==> src/rtl/lane_perm_pkg.sv <==
`timescale 1ns/1ps
package lane_perm_pkg;
  parameter int VEC_W  = 256;
  parameter int LANE_W = 128;
  parameter int SGL_W  = 32;
  parameter int DBL_W  = 64;
  parameter int IMM_W  = 8;
  parameter int OP_W   = 3;

  typedef enum logic [OP_W-1:0] {
    OP_SHUF_SGL  = 3'd0,
    OP_SHUF_DBL  = 3'd1,
    OP_PERMI_SGL = 3'd2,
    OP_PERMI_DBL = 3'd3,
    OP_PERMV_SGL = 3'd4,
    OP_PERMV_DBL = 3'd5,
    OP_HALF_SEL  = 3'd6,
    OP_RSVD      = 3'd7
  } perm_op_e;

  // Strobes from the control decoder into the datapath
  typedef struct packed {
    logic load;       // register a new result this edge
    logic isDouble;   // 64-bit element granularity
    logic useVar;     // indices from ctrlVec instead of imm
    logic twoSrc;     // upper element slots come from srcB
    logic halfSel;    // 128-bit half select path
    logic zeroAll;    // force whole result to zero
    logic clearHigh;  // zero result bits above one lane
  } perm_ctrl_t;
endpackage

==> src/rtl/lane_perm_ctrl.sv <==
`timescale 1ns/1ps
module lane_perm_ctrl
  import lane_perm_pkg::*;
#(
  parameter int OPW = OP_W
) (
  input  logic           clk,
  input  logic           rstN,
  input  logic           start,
  input  logic [OPW-1:0] opSel,
  input  logic           wideLen,
  output perm_ctrl_t     strobes,
  output logic           resValid
);

  always_comb begin
    strobes      = '0;
    strobes.load = start;
    unique case (perm_op_e'(opSel))
      OP_SHUF_SGL:  strobes.twoSrc = 1'b1;
      OP_SHUF_DBL: begin
        strobes.twoSrc   = 1'b1;
        strobes.isDouble = 1'b1;
      end
      OP_PERMI_SGL: ;
      OP_PERMI_DBL: strobes.isDouble = 1'b1;
      OP_PERMV_SGL: strobes.useVar = 1'b1;
      OP_PERMV_DBL: begin
        strobes.useVar   = 1'b1;
        strobes.isDouble = 1'b1;
      end
      OP_HALF_SEL:  strobes.halfSel = 1'b1;
      default:      strobes.zeroAll = 1'b1;
    endcase
    strobes.clearHigh = !wideLen && !strobes.halfSel;
  end

  always_ff @(posedge clk or negedge rstN) begin
    if (!rstN) resValid <= 1'b0;
    else       resValid <= start;
  end

endmodule

==> src/rtl/lane_perm_dp.sv <==
`timescale 1ns/1ps
module lane_perm_dp
  import lane_perm_pkg::*;
#(
  parameter int VW   = VEC_W,
  parameter int LW   = LANE_W,
  parameter int SW   = SGL_W,
  parameter int DW   = DBL_W,
  parameter int IW   = IMM_W
) (
  input  logic          clk,
  input  logic          rstN,
  input  perm_ctrl_t    strobes,
  input  logic [VW-1:0] srcA,
  input  logic [VW-1:0] srcB,
  input  logic [VW-1:0] ctrlVec,
  input  logic [IW-1:0] imm,
  output logic [VW-1:0] result
);

  localparam int NLANES = VW / LW;
  localparam int S_PER  = LW / SW;
  localparam int D_PER  = LW / DW;
  localparam int SIDX_W = $clog2(S_PER);
  localparam int DIDX_W = (D_PER > 1) ? $clog2(D_PER) : 1;
  localparam int NIB_W  = IW / NLANES;

  logic [VW-1:0] singleVec;
  logic [VW-1:0] doubleVec;
  logic [VW-1:0] halfVec;
  logic [VW-1:0] nextRes;

  // Sink for control bits that no mode consumes
  logic unusedCtrlBits;
  assign unusedCtrlBits = ^ctrlVec;

  for (genvar l = 0; l < NLANES; l++) begin : g_lane
    // 32-bit element selection
    for (genvar e = 0; e < S_PER; e++) begin : g_sgl
      localparam bit UPPER = (e >= S_PER / 2);
      logic [SIDX_W-1:0]         sIdx;
      logic [S_PER-1:0][SW-1:0]  sLane;
      always_comb begin
        sIdx  = strobes.useVar ? ctrlVec[(l*S_PER+e)*SW +: SIDX_W]
                               : imm[e*SIDX_W +: SIDX_W];
        sLane = (strobes.twoSrc && UPPER) ? srcB[l*LW +: LW]
                                          : srcA[l*LW +: LW];
      end
      assign singleVec[(l*S_PER+e)*SW +: SW] = sLane[sIdx];
    end

    // 64-bit element selection
    for (genvar e = 0; e < D_PER; e++) begin : g_dbl
      localparam bit UPPER = (e >= D_PER / 2);
      logic [DIDX_W-1:0]         dIdx;
      logic [D_PER-1:0][DW-1:0]  dLane;
      always_comb begin
        dIdx  = strobes.useVar ? DIDX_W'(ctrlVec[(l*D_PER+e)*DW + 1])
                               : DIDX_W'(imm[l*D_PER+e]);
        dLane = (strobes.twoSrc && UPPER) ? srcB[l*LW +: LW]
                                          : srcA[l*LW +: LW];
      end
      assign doubleVec[(l*D_PER+e)*DW +: DW] = dLane[dIdx];
    end

    // Whole-lane select with forced zero
    logic [NIB_W-1:0]           nib;
    logic [NLANES-1:0][LW-1:0]  hSrc;
    always_comb begin
      nib  = imm[l*NIB_W +: NIB_W];
      hSrc = nib[1] ? srcB : srcA;
    end
    assign halfVec[l*LW +: LW] = nib[3] ? '0 : hSrc[nib[0]];
  end

  always_comb begin
    if (strobes.zeroAll)       nextRes = '0;
    else if (strobes.halfSel)  nextRes = halfVec;
    else if (strobes.isDouble) nextRes = doubleVec;
    else                       nextRes = singleVec;
    if (strobes.clearHigh)     nextRes[VW-1:LW] = '0;
  end

  always_ff @(posedge clk or negedge rstN) begin
    if (!rstN)             result <= '0;
    else if (strobes.load) result <= nextRes;
  end

endmodule

==> src/rtl/lane_perm_unit.sv <==
`timescale 1ns/1ps
module lane_perm_unit
  import lane_perm_pkg::*;
#(
  parameter int VW = VEC_W,
  parameter int LW = LANE_W,
  parameter int IW = IMM_W
) (
  input  logic          clk,
  input  logic          rstN,
  input  logic          start,
  input  logic [2:0]    opSel,
  input  logic          wideLen,
  input  logic [VW-1:0] srcA,
  input  logic [VW-1:0] srcB,
  input  logic [VW-1:0] ctrlVec,
  input  logic [IW-1:0] imm,
  output logic          resValid,
  output logic [VW-1:0] result
);

  perm_ctrl_t strobes;

  lane_perm_ctrl #(.OPW(3)) u_ctrl (
    .clk(clk), .rstN(rstN), .start(start), .opSel(opSel),
    .wideLen(wideLen), .strobes(strobes), .resValid(resValid)
  );

  lane_perm_dp #(.VW(VW), .LW(LW), .SW(SGL_W), .DW(DBL_W), .IW(IW)) u_dp (
    .clk(clk), .rstN(rstN), .strobes(strobes), .srcA(srcA), .srcB(srcB),
    .ctrlVec(ctrlVec), .imm(imm), .result(result)
  );

endmodule

==> config.mk <==
export PLATFORM = sky130hd
export DESIGN_NAME = lane_perm_unit
export DESIGN_NICKNAME = d
export VERILOG_FILES = /design/src/rtl/lane_perm_pkg.sv /design/src/rtl/lane_perm_ctrl.sv /design/src/rtl/lane_perm_dp.sv /design/src/rtl/lane_perm_unit.sv
export SDC_FILE = /design/constraint.sdc
export NUM_CORES = 2
export LEC_CHECK = 0
export BUFFER_PORTS_ARGS = -buffer_cell sky130_fd_sc_hd__buf_4
export CORE_AREA = 2 2 399 401
export DETAILED_ROUTE_END_ITERATION = 16
export DIE_AREA = 0 0 401 403
export PLACE_DENSITY = 0.53
export RECOVER_POWER = 25
export SLEW_MARGIN = 20
export SYNTH_ARGS = -nofsm -noshare
export SYNTH_HDL_FRONTEND = slang
export SYNTH_SLANG_ARGS = --single-unit
==> constraint.sdc <==
create_clock -name clk -period 2.2 [get_ports clk]
set_input_delay 0.55 -clock clk [delete_from_list [all_inputs] [get_ports clk]]
set_output_delay 0.55 -clock clk [all_outputs]
set_load 0.03 [all_outputs]
==> metrics.txt <==
die width=~400 µm; vias post-DR=55900; Ports=1040; share of the synthesized area in the top cell type=approximately a fifth; final period utilization=98.8%; dpl cells=slightly above 8000; Remaining Overflow, GRT=0; hpwl dp=~270000 µm; Post-synth top cells=mux2i_1, nand2_1, clkbuf_1; clk sinks=about 260; top area cells in the synthesized netlist=mux2i_1, dfrtp_1, mux4_2, nand2_1, clkbuf_1; CP bufs+invs=5; Fill cells=~16000; CTS root buffer=clkbuf_16; first-pass GRT wire length=around 450000 µm; Setup CP Type=input port to flip-flop; Post-Syn Nets=roughly 5900; critical path peak fanout=17; Hold Path Class=input port to flip-flop; area of the die=roughly 0.16 mm²; status=complete, but fails checks; reg2reg path depth=4; Slew Limit Fails=35; YS warnings=0; Synth async-reset ratio=100%; Pwr Total=30900 µW; CTS clk-pin slew, worst paths=about 60 ps; GR Util met2=approximately 50%; Mapped Cells=just over 5000; mapped cell area=approximately 0.044 mm²; Slew headroom=-21.3%; failing checks=capacitance limit, slew limit; Worst Slack Setup Final=25.6 ps; Required @ worst endpoint=between 2000 and 3000 ps; Layout Cells excl Fill=8260; height of the die=between 400 and 500 µm; Wirelength per Cell=a little over 40 µm; Cell Rows=146; leak pwr=between 0.02 and 0.03 µW; Netlist cell types=74; max incr delay on CP=between 600 and 700 ps; Peak VDD IR=around 0.47 mV; CP Cell Sequence=buf_8 -> buf_12 -> buf_4 -> a21oi_1 -> nand2_1 -> buf_12 -> o211ai_1 -> a2111oi_0 -> buf_4 -> a21o_1; critical path data arrival time=2750 ps; CTS max path bufs=3; CP Capture Type=flip-flop; delay-heaviest family, CP=buffers and inverters; vias per std cell=about 6.8; gpl congestion=about 1.0; Max Clock Skew=0 ps; Total Wirelength=336000 µm; fin crit period=roughly 2200 ps; Post-synth EDFFs=0; CORE AREA=between 0.15 and 0.2 mm²; CTS tree=built; first drt pass iteration count=6; Max Cap Viol=1; post-place setup slack=-839 ps; H-tree lvl count=2; GRT Total Usage=39.7%; Initial Utilization=between 20% and 30%; Max Clk Rate=about 0.46 GHz; Area growth syn-to-layout=38.2%; initial drt markers=around 8900; Least-Margin Pin Slew=between 1500 and 2000 ps; RSZ-0062 raised after global routing=no; CTS Buf Count=43; vias in the first global route=~50000; initial antenna violation count=100; layout cell share with drive strength beyond 1=38.4%; register area share after synthesis=14.5%; nets=~6900; clock latency on the worst-skew pair=approximately 650 ps; grt peak-use layer=met1; leading area contributor after synthesis=mux2i_1; CP max stage cell=a2111oi_0; Buffers on Ports=around 800; count leader, synth=mux2i_1; WHS=335 ps; Final ANT Viol Nets=0; final setup fails=0; total stage count of the critical path=10; # DRC=0; Hold Path Stages=4; largest net degree at the start of global routing=77; Mean Syn Cell Area=between 8 and 9 µm²; PwrDens=just over 500 mW/mm²; met3 usage in global routing=slightly above 20%; Final Hold Vio Count=0; flops & latches, synth=257; met1 Track Usage GR=57.1%; most common flop cell mapped by yosys=dfrtp_1; startpoint type of the worst setup path=input port
per-stage QoR:
| stage | area, µm² | utilization [%] | TNS [ps] |
|---|---|---|---|
| floorplan | 44800 | - | -3050 |
| finish | 61300 | 38.9 | 0 |
| detailed placement | 59600 | 37.9 | -78660 |
| global route | 61200 | 38.9 | 0 |
| global placement | 59600 | 37.9 | -75880 |
| CTS | 61100 | 38.8 | 0 |
sequential cells by signal (all words and copies together), names as in the netlist:
| register | count |
|---|---|
| u_ctrl.resValid | 1 |
| u_dp.result | 256 |
layout by cell type, fill, tap and decap left out, drive strengths merged, types with 61 or more instances in the layout:
| master | synthesis | layout |
|---|---|---|
| inv | 72 | 72 |
| o221ai | 91 | 91 |
| a221oi | 165 | 165 |
| nor2 | 119 | 119 |
| mux2 | 143 | 143 |
| o22a | 61 | 61 |
| mux4 | 269 | 269 |
| o32ai | 67 | 67 |
| a22o | 64 | 64 |
| o22ai | 120 | 120 |
| clkbuf | 486 | 69 |
| a22oi | 238 | 238 |
| nand2 | 532 | 532 |
| nor2b | 151 | 151 |
| dfrtp | 257 | 257 |
| buf | 353 | 1748 |
| a211oi | 161 | 161 |
| diode | 0 | 72 |
| mux2i | 933 | 933 |
| o211ai | 63 | 63 |
| a21oi | 302 | 302 |
routing by layer:
layer,vias up,share of wire (%)
li1,22100,-
met1,28000,43
met2,4995,36
met3,698,17
met4,50,4.0
met5,-,0.10
worst paths after layout:
check | startpoint | to | slack (ps)
min reg2reg | u_dp.result[225]$_DFFE_PN0P_ | u_dp.result[225]$_DFFE_PN0P_ | 480
max reg2reg | u_dp.result[86]$_DFFE_PN0P_ | u_dp.result[86]$_DFFE_PN0P_ | 790
min | srcB[3] | u_dp.result[67]$_DFFE_PN0P_ | 340
max | opSel[2] | u_dp.result[241]$_DFFE_PN0P_ | 30
min in group asynchronous | rstN | u_dp.result[124]$_DFFE_PN0P_ | 950
max in group asynchronous | rstN | u_dp.result[49]$_DFFE_PN0P_ | 100
cell type report:
cell class	count	area (µm²)	area share, %
Antenna cell	72	180	0.294
Clock buffer	66	1280	2.09
Clock inverter	10	186	0.304
Inverter	72	279	0.455
Multi-Input combinational cell	3959	34700	56.6
Sequential cell	257	6430	10.5
Tap cell	2072	2590	4.23
Timing Repair Buffer	1752	15600	25.5
what timing repair did:
item	CTS	global route
buffers inserted	0	0
hold buffers	1	0
endpoints found under the hold margin	27	0
setup endpoints to repair	3	5
resized for setup	4	5
cloned	0	0
tightest hold or removal path, delay by kind of cell:
kind / cells / cell delay [ps]
AOI/OAI and AO/OA: 1 / 160
buffers and inverters: 1 / 130
and+or+nand+nor: 2 / 110
kinds of logic (layout without fill, tap and decap cells):
family          after synthesis  after routing  synth area share (%)
simple gates                922            922                  9.44
flops                       257            257                  14.5
other cells                   0             72                     0
buf+inv                     911           1900                  9.01
mux                        1345           1345                  38.4
compound gates             1692           1692                  28.6
power by group:
group          switching [µW]  internal (µW)  total, µW
clock                    3210           4570       7780
combinational           10100           6910      17000
sequential                717           5400       6110
total                   14100          16900      30900
No activity file was read; power rests on OpenSTA's default activity.
